--- src/rtl/dr_cmp_pkg.sv ---
package dr_cmp_pkg;

  // Inter-cell state, one wire per resolved value; all zero = unresolved
  typedef struct packed {
    logic eq;
    logic gt;
    logic lt;
  } cmpState_t;

  // Strobes from the completion control to the output stage
  typedef struct packed {
    logic allValid;
    logic decided;
    logic done;
  } doneStrobes_t;

  localparam cmpState_t CHAIN_SEED = '{eq: 1'b1, gt: 1'b0, lt: 1'b0};

  function automatic logic railValid(input logic t, input logic f);
    return t | f;
  endfunction

endpackage

--- src/rtl/dr_cmp_cell.sv ---
module dr_cmp_cell
  import dr_cmp_pkg::*;
(
  input  cmpState_t stIn,
  input  logic      aT,
  input  logic      aF,
  input  logic      bT,
  input  logic      bF,
  output cmpState_t stOut,
  output logic      pairValid
);
  logic aHigher;
  logic bHigher;
  logic bitSame;

  always_comb begin
    aHigher = aT & bF;
    bHigher = aF & bT;
    bitSame = (aT & bT) | (aF & bF);
    stOut.gt = stIn.gt | (stIn.eq & aHigher);
    stOut.lt = stIn.lt | (stIn.eq & bHigher);
    stOut.eq = stIn.eq & bitSame;
    pairValid = railValid(aT, aF) & railValid(bT, bF);
  end
endmodule

--- src/rtl/dr_cmp_chain.sv ---
module dr_cmp_chain
  import dr_cmp_pkg::*;
#(
  parameter int WIDTH = 8
) (
  input  logic [WIDTH-1:0] aTrue,
  input  logic [WIDTH-1:0] aFalse,
  input  logic [WIDTH-1:0] bTrue,
  input  logic [WIDTH-1:0] bFalse,
  output cmpState_t        finalSt,
  output logic [WIDTH-1:0] pairValid
);
  localparam int LINKS = WIDTH + 1;

  cmpState_t link [LINKS];

  assign link[WIDTH] = CHAIN_SEED;

  // Most significant cell first; each cell feeds the next lower one
  for (genvar i = WIDTH - 1; i >= 0; i--) begin : g_cell
    dr_cmp_cell u_cell (
      .stIn     (link[i+1]),
      .aT       (aTrue[i]),
      .aF       (aFalse[i]),
      .bT       (bTrue[i]),
      .bF       (bFalse[i]),
      .stOut    (link[i]),
      .pairValid(pairValid[i])
    );
  end

  assign finalSt = link[0];
endmodule

--- src/rtl/dr_cmp_ctrl.sv ---
module dr_cmp_ctrl
  import dr_cmp_pkg::*;
#(
  parameter int WIDTH = 8
) (
  input  cmpState_t        finalSt,
  input  logic [WIDTH-1:0] pairValid,
  output doneStrobes_t     strobes
);
  always_comb begin
    strobes.allValid = &pairValid;
    strobes.decided  = finalSt.gt | finalSt.lt;
    strobes.done     = strobes.decided | (finalSt.eq & strobes.allValid);
  end
endmodule

--- src/rtl/dr_mag_cmp.sv ---
module dr_mag_cmp
  import dr_cmp_pkg::*;
#(
  parameter int WIDTH = 8
) (
  input  logic [WIDTH-1:0] aTrue,
  input  logic [WIDTH-1:0] aFalse,
  input  logic [WIDTH-1:0] bTrue,
  input  logic [WIDTH-1:0] bFalse,
  output logic             ltOut,
  output logic             eqOut,
  output logic             gtOut,
  output logic             doneOut
);
  cmpState_t        finalSt;
  logic [WIDTH-1:0] pairValid;
  doneStrobes_t     strobes;

  dr_cmp_chain #(.WIDTH(WIDTH)) u_chain (
    .aTrue    (aTrue),
    .aFalse   (aFalse),
    .bTrue    (bTrue),
    .bFalse   (bFalse),
    .finalSt  (finalSt),
    .pairValid(pairValid)
  );

  dr_cmp_ctrl #(.WIDTH(WIDTH)) u_ctrl (
    .finalSt  (finalSt),
    .pairValid(pairValid),
    .strobes  (strobes)
  );

  assign gtOut   = finalSt.gt & strobes.decided;
  assign ltOut   = finalSt.lt & strobes.decided;
  assign eqOut   = finalSt.eq & strobes.allValid;
  assign doneOut = strobes.done;
endmodule

--- config.mk ---
export PLATFORM = sky130hd
export DESIGN_NAME = dr_mag_cmp
export DESIGN_NICKNAME = d
export VERILOG_FILES = /design/src/rtl/dr_cmp_pkg.sv /design/src/rtl/dr_cmp_cell.sv /design/src/rtl/dr_cmp_chain.sv /design/src/rtl/dr_cmp_ctrl.sv /design/src/rtl/dr_mag_cmp.sv
export SDC_FILE = /design/constraint.sdc
export NUM_CORES = 1
export LEC_CHECK = 0
export ABC_AREA = 1
export BUFFER_PORTS_ARGS = -buffer_cell sky130_fd_sc_hd__buf_2
export CORE_AREA = 4 4 41 43
export DETAILED_ROUTE_END_ITERATION = 12
export DIE_AREA = 0 0 45 47
export PLACE_DENSITY = 0.77
export SETUP_SLACK_MARGIN = 0.3
export SLEW_MARGIN = 30
export SYNTH_ARGS = -nofsm -noshare
export SYNTH_HDL_FRONTEND = slang
export SYNTH_SLANG_ARGS = --single-unit
--- constraint.sdc ---
create_clock -name vclk -period 1.03
set_clock_uncertainty 0.1 [all_clocks]
set_input_delay 0.103 -clock vclk [all_inputs]
set_output_delay 0.103 -clock vclk [all_outputs]
set_load 0.01 [all_outputs]
==> results of run 1 <==
worst paths after layout:
check | startpoint | end | slack, ps | cells past startpoint
max | aTrue[7] | doneOut | -280 | 12
min | bFalse[0] | gtOut | 570 | 6
stage by stage:
step	cells	hold slack (ps)
2_1_floorplan	120	331
3_3_place_gp	179	562
3_5_place_dp	179	558
4_1_cts	181	574
5_1_grt	181	610
6_report	181	567
repair_timing:
item | in CTS | in global routing
gates cloned | 0 | 0
gates resized for setup | 34 | 9
setup endpoints to repair | 4 | 4
pin swaps | 7 | 10
hold buffers | 0 | 0
buffers inserted | 2 | 0
metal layers:
metal / up-vias / GRT usage [%]
li1: 452 / -
met1: 389 / 21.8
met2: 21 / 35.3
met3: 0 / 1.53
met4: 0 / 1.17
met5: - / 0
final cells by class:
type	instances	area, µm²	area share [%]
Tap cell	15	18.8	1.75
Timing Repair Buffer	46	365	34.0
Inverter	26	97.6	9.09
Multi-Input combinational cell	94	592	55.1
worst max-delay path, stage by stage:
cell,delay (ps)
buf_8,100
nand2_4,60
nand2_4,80
nand2_1,70
nand2_1,60
nor2_2,100
nand2_1,50
nor2_1,80
nand3_1,80
nor2_2,140
nand2_1,50
buf_2,130
report_power, final:
| group | leakage (nW) | internal [mW] | switching [mW] |
|---|---|---|---|
| Combinational | 0.639 | 0.207 | 0.215 |
| Sequential | 0 | 0 | 0 |
| Clock | 0 | 0 | 0 |
cell families (layout without fill, tap and decap cells):
group / Yosys count / after routing / share of synthesized area, %
AOI/OAI and AO/OA: 4 / 4 / 7.06
buffers and inverters: 26 / 72 / 17.2
and+or+nand+nor: 90 / 90 / 75.7
cell usage in the layout, fill, tap and decap left out, drive strengths merged:
cell and count:
nand2 55, buf 46, inv 26, nor2 21, nand3 7, nand4 4
o22ai 3, or2 3, a22oi 1
==> summary.txt, run 1 <==
Floorplan
  • Initial Util: between 40% and 50%
  • Core box area: roughly 1300 µm²
  • Die area: 2120 µm²
  • Core Rows: 13
  • Chip Height: ~47 µm
  • Die X: roughly 45 µm
  • I/O Pins: 36

Routing
  • Met2 wire length: between 900 and 1000 µm
  • Routed len/inst: a little over 10 µm
  • Number of routed nets with antenna violations: 0
  • Max layer used: met3
  • DRC errors left: 0
  • WL met3: 115 µm
  • Via density: ~4.8
  • Initial drt markers: 11
  • Total wire length: 1860 µm
  • DRT Pass-1 Iters: 4
  • Met1 Wirelength: 761 µm
  • Via count: between 800 and 900

Pwr
  • Total Power: 422 µW
  • Static Leak: roughly 0.64 nW
  • Max VDD drop: roughly 0.00025 V
  • Power per Cell Area: 393 nW/µm²

Synth
  • Syn nets: around 150
  • Synth Instances: 120
  • Count leader, synth: nand2_1
  • Top post-synthesis cells by area: nand2_1, inv_1, nor2_1
  • Sequential share of the synthesized area: 0%
  • Top-area cell type share of the netlist area: a little under a third
  • Mapped Area: between 500 and 600 µm²
  • YS warnings: 0
  • Syn_area_per_cell: ~4.7 µm²
  • Commonest cells in the netlist: nand2_1, inv_1, nor2_1
  • Post-synthesis cell type count: 17
  • Leading area contributor after synthesis: nand2_1

Layout
  • Register Area: 0 µm²
  • Area growth, synth to finish: 89.4%
  • Seq_cells: 0
  • Final Core Density: slightly above 80%
  • Cell area after layout: between 1000 and 1500 µm²
  • Number of diodes: 0
  • Layout cells sized above 1: roughly half
  • Fillers: 92
  • Total of clock buffers placed in the layout: 0
  • Nets: 200

Worst setup path
  • Crit Path Class: in -> out
  • CP Launch Type: input port
  • Crit-path max FO: 5
  • Critical path required time: ~830 ps
  • Worst path arrival time: ~1100 ps
  • Worst Setup End Kind: output pin

Global routing
  • First-pass GRT wire length: 3040 µm
  • GRT Total Usage: 17.9%
  • Largest net degree at the start of global routing: 6
  • Number of global-route vias before repair: slightly above 800
  • Overflow after GRT: 0
  • Initial antenna violation count: 0

STA
  • Hold Fails Final Rpt: 0
  • Final setup viols: 4
  • Final Max Slew Viols: 0
  • RSZ-0062 raised after global routing: yes
  • Period minus WS final: between 1000 and 1500 ps
  • F_max: roughly 760 MHz
  • Slew @ Worst Pin: between 200 and 250 ps
  • Max-slew headroom: between 80% and 90%
  • Final worst slack: -281 ps
  • Crit share post-route: 127%
  • Fin Setup TNS: -885 ps

Flow run
  • Number of max-cap violations: 0

Placed design
  • Routability cong.: between 0.7 and 0.8
  • Post-DP HPWL: 1580 µm
  • Port Buf Inserts: 36
  • Worst slack at placement: -307 ps
  • Placed cell areas: between 900 and 1000 µm²

Min path
  • HP Class: in -> out

Run status
  • Outcome: finished with violations
  • Failing checks: negative setup slack
Power figures use the tool's default switching activity.
==> run 2, diff against run 1 <==
Settings changed: GPL_TIMING_DRIVEN from default to 0, REMOVE_ABC_BUFFERS from default to 1.
==> summary.txt, run 2 (same netlist as run 1, synthesis figures left out) <==
Global routing
  • GRT Total Usage: 15.6% (-2.4 points)
  • Largest net degree at the start of global routing: 6 (unchanged)
  • Overflow after GRT: 0 (unchanged)
  • First-pass GRT wire length: 2590 µm (-15%)
  • Number of global-route vias before repair: 729 (-11%)
  • Initial antenna violation count: 0 (unchanged)

STA
  • Crit share post-route: 129% (+2.0 points)
  • RSZ-0062 raised after global routing: yes
  • Hold Fails Final Rpt: 0 (unchanged)
  • Final worst slack: -301 ps (-20.1 ps)
  • Max-slew headroom: 88.1% (+2.0 points)
  • Period minus WS final: 1330 ps (+20.1 ps)
  • Fin Setup TNS: -900 ps (-15.2 ps)
  • Slew @ Worst Pin: 178 ps (-29.9 ps)
  • Final Max Slew Viols: 0 (unchanged)
  • F_max: 751 MHz (-1.5%)
  • Final setup viols: 4 (unchanged)

Floorplan
  • Core Rows: 13 (unchanged)
  • Core box area: 1300 µm² (unchanged)
  • Die area: 2120 µm² (unchanged)
  • I/O Pins: 36 (unchanged)
  • Chip Height: 47 µm (unchanged)
  • Initial Util: 43.6% (unchanged)
  • Die X: 45 µm (unchanged)

Layout
  • Number of diodes: 0 (unchanged)
  • Total of clock buffers placed in the layout: 0 (unchanged)
  • Final Core Density: 68.6% (-14 points)
  • Most common cell after layout, fill and taps aside: nand2_1
  • Seq_cells: 0 (unchanged)
  • Register Area: 0 µm² (unchanged)
  • Cell area after layout: 892 µm² (-17%)
  • Nets: 194 (-3.0%)
  • Commonest cells after routing, fill and taps aside: nand2_1, buf_2, inv_1
  • Layout cells sized above 1: 41.9% (-7.5 points)
  • Area growth, synth to finish: 57.4%
  • Fillers: 142 (+54%)
  • Area of the multi-input gates: 504 µm² (-15%)

Worst setup path
  • Worst Setup End Kind: output pin
  • Worst path arrival time: 1130 ps (+20 ps)
  • Critical path required time: 830 ps (about the same)
  • Worst-path cell chain: buf_8 -> nand2_4 -> nand2_4 -> nand2_4 -> buf_6 -> nor2_2 -> nor2_1 -> nand2_1 -> nor2_1 -> nand2_1 -> nor2_1 -> nand2_1 -> buf_2
  • Crit Path Class: in -> out
  • CP Buf/Inv Count: 3 (+1)
  • Cell family with most CP delay: simple AND/OR/NAND/NOR gates
  • Max incr delay on CP: 130 ps (about the same)
  • Slowest-stage cell, CP: buf_2
  • Crit-path max FO: 5 (unchanged)
  • Setup crit start: aFalse[7]
  • CP Launch Type: input port

Routing
  • Total wire length: 1620 µm (-13%)
  • Via count: 799 (-7.3%)
  • Routed len/inst: 9.23 µm (-10%)
  • Via density: 4.57 (-4.1%)
  • Initial drt markers: 4 (-7)
  • DRT Pass-1 Iters: 4 (unchanged)
  • Number of routed nets with antenna violations: 0 (unchanged)
  • DRC errors left: 0 (unchanged)

Placed design
  • Routability cong.: 0.789 (-0.32%)
  • Worst slack at placement: -318 ps (-11.4 ps)
  • Port Buf Inserts: 36 (unchanged)
  • Post-DP HPWL: 1300 µm (-18%)
  • Placed cell areas: 766 µm² (-17%)

Run status
  • Outcome: finished with violations
  • Failing checks: negative setup slack

Pwr
  • Sw Pwr: 183 µW (-15%)
  • Power per Cell Area: 390 nW/µm² (-0.78%)
  • Max VDD drop: 0.000190 V (-25%)
  • Clock share of power: 0% (unchanged)
  • Sw frac: 52.7% (+1.8 points)
  • Static Leak: 0.572 nW (-10%)
  • Part of the power in registers: 0% (unchanged)
  • Int Pwr: 164 µW (-21%)
  • Comb pwr share: 100.0% (about the same)

Flow run
  • Number of max-cap violations: 0 (unchanged)

Min path
  • Worst hold start: bFalse[0]
  • HP Class: in -> out
## run 2: changes by cell type in the layout (fill, tap and decap cells not counted), sizes merged
cell / before / now
buf: 46 / 40
## run 2: layer usage
layer  vias up  part of all wire [%]  global-route usage [%]
met5         -                     0                       0
met4         0                   1.1                    1.75
met3         2                   6.9                       0
met2        22                    54                    35.6
met1       333                    38                    15.5
li1        442                     -                       -
## run 2: metrics by stage
| step | hold slack [ps] | std cells | power [mW] |
|---|---|---|---|
| 6_report | 582 | 175 | 0.348 |
| 5_1_grt | 624 | 175 | 0.388 |
| 4_1_cts | 550 | 175 | 0.342 |
| 3_5_place_dp | 551 | 171 | 0.290 |
| 3_3_place_gp | 548 | 171 | 0.285 |
| 2_1_floorplan | 332 | 120 | 0.167 |
## run 2: timing repair
| action | CTS | global route |
|---|---|---|
| endpoints found under the setup margin | 4 | 4 |
| hold buffers | 0 | 0 |
| gates resized for setup | 16 | 4 |
| pin swaps | 13 | 7 |
| buffers inserted | 4 | 0 |
## run 2: layout make-up
| class | count | share of cell area (%) |
|---|---|---|
| tap | 15 | 2.10 |
| timing repair buffer | 40 | 30.4 |
| multi-input combinational | 94 | 56.5 |
| inverter | 26 | 10.9 |
## run 2: final timing paths
path                   to  slack (ps)  cells after the start
setup / recovery  doneOut        -300                     13
hold / removal      gtOut         580                      6
## run 2: power by group through the flow
stage,clock network [mW],logic (mW),registers (mW)
2_1_floorplan,0,0.167,0
3_3_place_gp,0,0.285,0
4_1_cts,0,0.342,0
3_5_place_dp,0,0.290,0
6_report,0,0.348,0
5_1_grt,0,0.388,0
==> run 3, diff against run 2 <==
Settings changed: PLACE_DENSITY 0.77 to 0.7, SYNTH_HIERARCHICAL from default to 1.
==> summary.txt, run 3 <==
Routing
  • Number of routed nets with antenna violations: 0 (unchanged)
  • DRC errors left: 0 (unchanged)
  • Routed len/inst: 11.4 µm (+24%)
  • Initial drt markers: 13 (+9)
  • Via density: 4.82 (+5.5%)
  • Total wire length: 2040 µm (+26%)
  • DRT Pass-1 Iters: 4 (unchanged)
  • Via count: 862 (+7.9%)

Worst setup path
  • Critical path required time: 830 ps (about the same)
  • Slowest-stage cell, CP: buf_2
  • Worst-path cell chain: buf_8 -> nand3_4 -> nand2_4 -> nand3_4 -> nand2_4 -> nand3_2 -> nand2_4 -> nand3_2 -> nand2_2 -> nand3_2 -> nand2_4 -> nand3_4 -> nand2_4 -> nand3_4 -> nand2_4 -> nand3_2 -> nand2_2 -> nor2_2 -> inv_1 -> nand2_1 -> inv_1 -> buf_2
  • Max incr delay on CP: 120 ps (about the same)
  • CP Launch Type: input port
  • Most used cell, CP: nand2_4
  • Worst path arrival time: 1910 ps (+780 ps)
  • Worst Setup End Kind: output pin
  • Crit Path Class: in -> out
  • Crit-path max FO: 4 (-1)

Pwr
  • Sw Pwr: 184 µW (+0.20%)
  • Sw frac: 56.1% (+3.4 points)
  • Comb pwr share: 100.0% (about the same)
  • Part of the power in registers: 0% (unchanged)
  • Total Power: 327 µW (-5.9%)
  • Static Leak: 0.540 nW (-5.5%)
  • Clock share of power: 0% (unchanged)
  • Int Pwr: 144 µW (-13%)
  • Max VDD drop: 0.000195 V (+2.8%)
  • Power per Cell Area: 325 nW/µm² (-17%)

Layout
  • Layout cells sized above 1: 45.1% (+3.2 points)
  • Area growth, synth to finish: 110%
  • Nets: 198 (+2.1%)
  • Commonest cells after routing, fill and taps aside: buf_2, nor2_1, nand2_1
  • Total of clock buffers placed in the layout: 0 (unchanged)
  • Fillers: 101 (-29%)
  • Final Core Density: 77.3% (+8.8 points)
  • Register Area: 0 µm² (unchanged)
  • Seq_cells: 0 (unchanged)
  • Number of diodes: 0 (unchanged)
  • Most common cell after layout, fill and taps aside: buf_2

Global routing
  • First-pass GRT wire length: 3170 µm (+23%)
  • Overflow after GRT: 0 (unchanged)
  • Initial antenna violation count: 0 (unchanged)
  • Number of global-route vias before repair: 767 (+5.2%)
  • GRT Total Usage: 19.5% (+3.9 points)
  • Largest net degree at the start of global routing: 5 (-1)

STA
  • Final setup viols: 4 (unchanged)
  • Hold Fails Final Rpt: 0 (unchanged)
  • Final Max Slew Viols: 0 (unchanged)
  • Crit share post-route: 205% (+76 points)
  • Fin Setup TNS: -4270 ps (-3370 ps)
  • Period minus WS final: 2120 ps (+784 ps)
  • RSZ-0062 raised after global routing: yes
  • Min Hold Slack: 556 ps (-25.4 ps)
  • Final worst slack: -1090 ps (-784 ps)
  • F_max: 473 MHz (-37%)

Floorplan
  • Die area: 2120 µm² (unchanged)
  • Chip Height: 47 µm (unchanged)
  • I/O Pins: 36 (unchanged)
  • Core Rows: 13 (unchanged)
  • Die X: 45 µm (unchanged)
  • Initial Util: 36.7% (-6.8 points)
  • Core box area: 1300 µm² (unchanged)

Synth
  • Count leader, synth: nand3_1
  • Syn_area_per_cell: 4.16 µm² (-12%)
  • Top post-synthesis cells by area: nand3_1, nand2_1, nor2_1
  • YS warnings: 6 (+6)
  • Commonest cells in the netlist: nand3_1, nand2_1, nor2_1
  • Synth Instances: 115 (-4.2%)
  • Top-area cell type share of the netlist area: 34.6% (+4.1 points)
  • Post-synthesis cell type count: 7 (-10)
  • Mapped Area: 478 µm² (-16%)
  • Sequential share of the synthesized area: 0% (unchanged)
  • Leading area contributor after synthesis: nand3_1

Min path
  • Worst hold start: aTrue[0]
  • HP Class: in -> out
  • Hold endpoint: gtOut
  • Hold Path Stages: 6 (unchanged)

Run status
  • Outcome: finished with violations
  • Failing checks: negative setup slack

Placed design
  • Post-DP HPWL: 1230 µm (-5.4%)
  • Routability cong.: 0.753 (-4.6%)
  • Port Buf Inserts: 36 (unchanged)

Clocking
  • Post-CTS Hold Buffers: 0 (unchanged)

Flow run
  • Number of max-cap violations: 0 (unchanged)
## run 3: changes by cell type after synthesis, moves of 2 or more
cell / change
nand3_1: +27
nand2_1: -14
o22ai_1: -2
nand2_4: -2
nor2_1: +8
or2_2: -2
nand4_1: -3
conb_1: +2
inv_2: -6
nand2_2: -7
## run 3: kinds of logic after synthesis
group	after synthesis	synth area share, %
other	2	1.57
buffers and inverters	20	15.7
AND/OR/NAND/NOR	93	82.7
## run 3: critical path: cells and delay by family
kind / cells / cell delay [ps]
buf+inv: 4 / 310
simple gates: 18 / 1490
## run 3: how the worst max path moves through the flow
stage              start     to  cells after the start
2_1_floorplan   aTrue[7]  gtOut                     20
3_3_place_gp    aTrue[7]  gtOut                     22
3_5_place_dp   bFalse[7]  ltOut                     22
4_1_cts        aFalse[7]  ltOut                     22
5_1_grt         aTrue[7]  ltOut                     22
6_report        aTrue[7]  ltOut                     22
## run 3: stage by stage
step	cells	area, µm²	setup WS [ps]
after floorplan	119	493	-932
after global placement	170	692	-1290
after detailed placement	170	692	-1360
after CTS	177	901	-1030
after global routing	179	1010	-1250
final	179	1010	-1090
## run 3: layer usage
layer	share of wire, %	global-route usage, %	routed length (µm)	vias to the layer above
met2	57	42.7	1160	33
met1	36	21.8	738	374
li1	-	-	-	451
met3	5.2	0	106	4
met4	1.9	0	38	0
met5	0	0	0	-
## run 3: cell type report
class / count / area [µm²] / area share [%]
inverters: 20 / 75.1 / 7.46
repair buffers: 45 / 284 / 28.2
well taps: 15 / 18.8 / 1.87
multi-input cells: 99 / 628 / 62.4
## run 3: power groups by stage
stage / logic (mW) / clock network [mW] / registers [mW]
2_1_floorplan: 0.110 / 0 / 0
3_3_place_gp: 0.218 / 0 / 0
3_5_place_dp: 0.224 / 0 / 0
4_1_cts: 0.284 / 0 / 0
5_1_grt: 0.360 / 0 / 0
6_report: 0.327 / 0 / 0
## run 3: repair_timing
item                                    CTS  global route
endpoints found under the setup margin    4             4
gates cloned                              0             0
resized for setup                        35            16
pin swaps                                21            12
setup buffers                             7             2
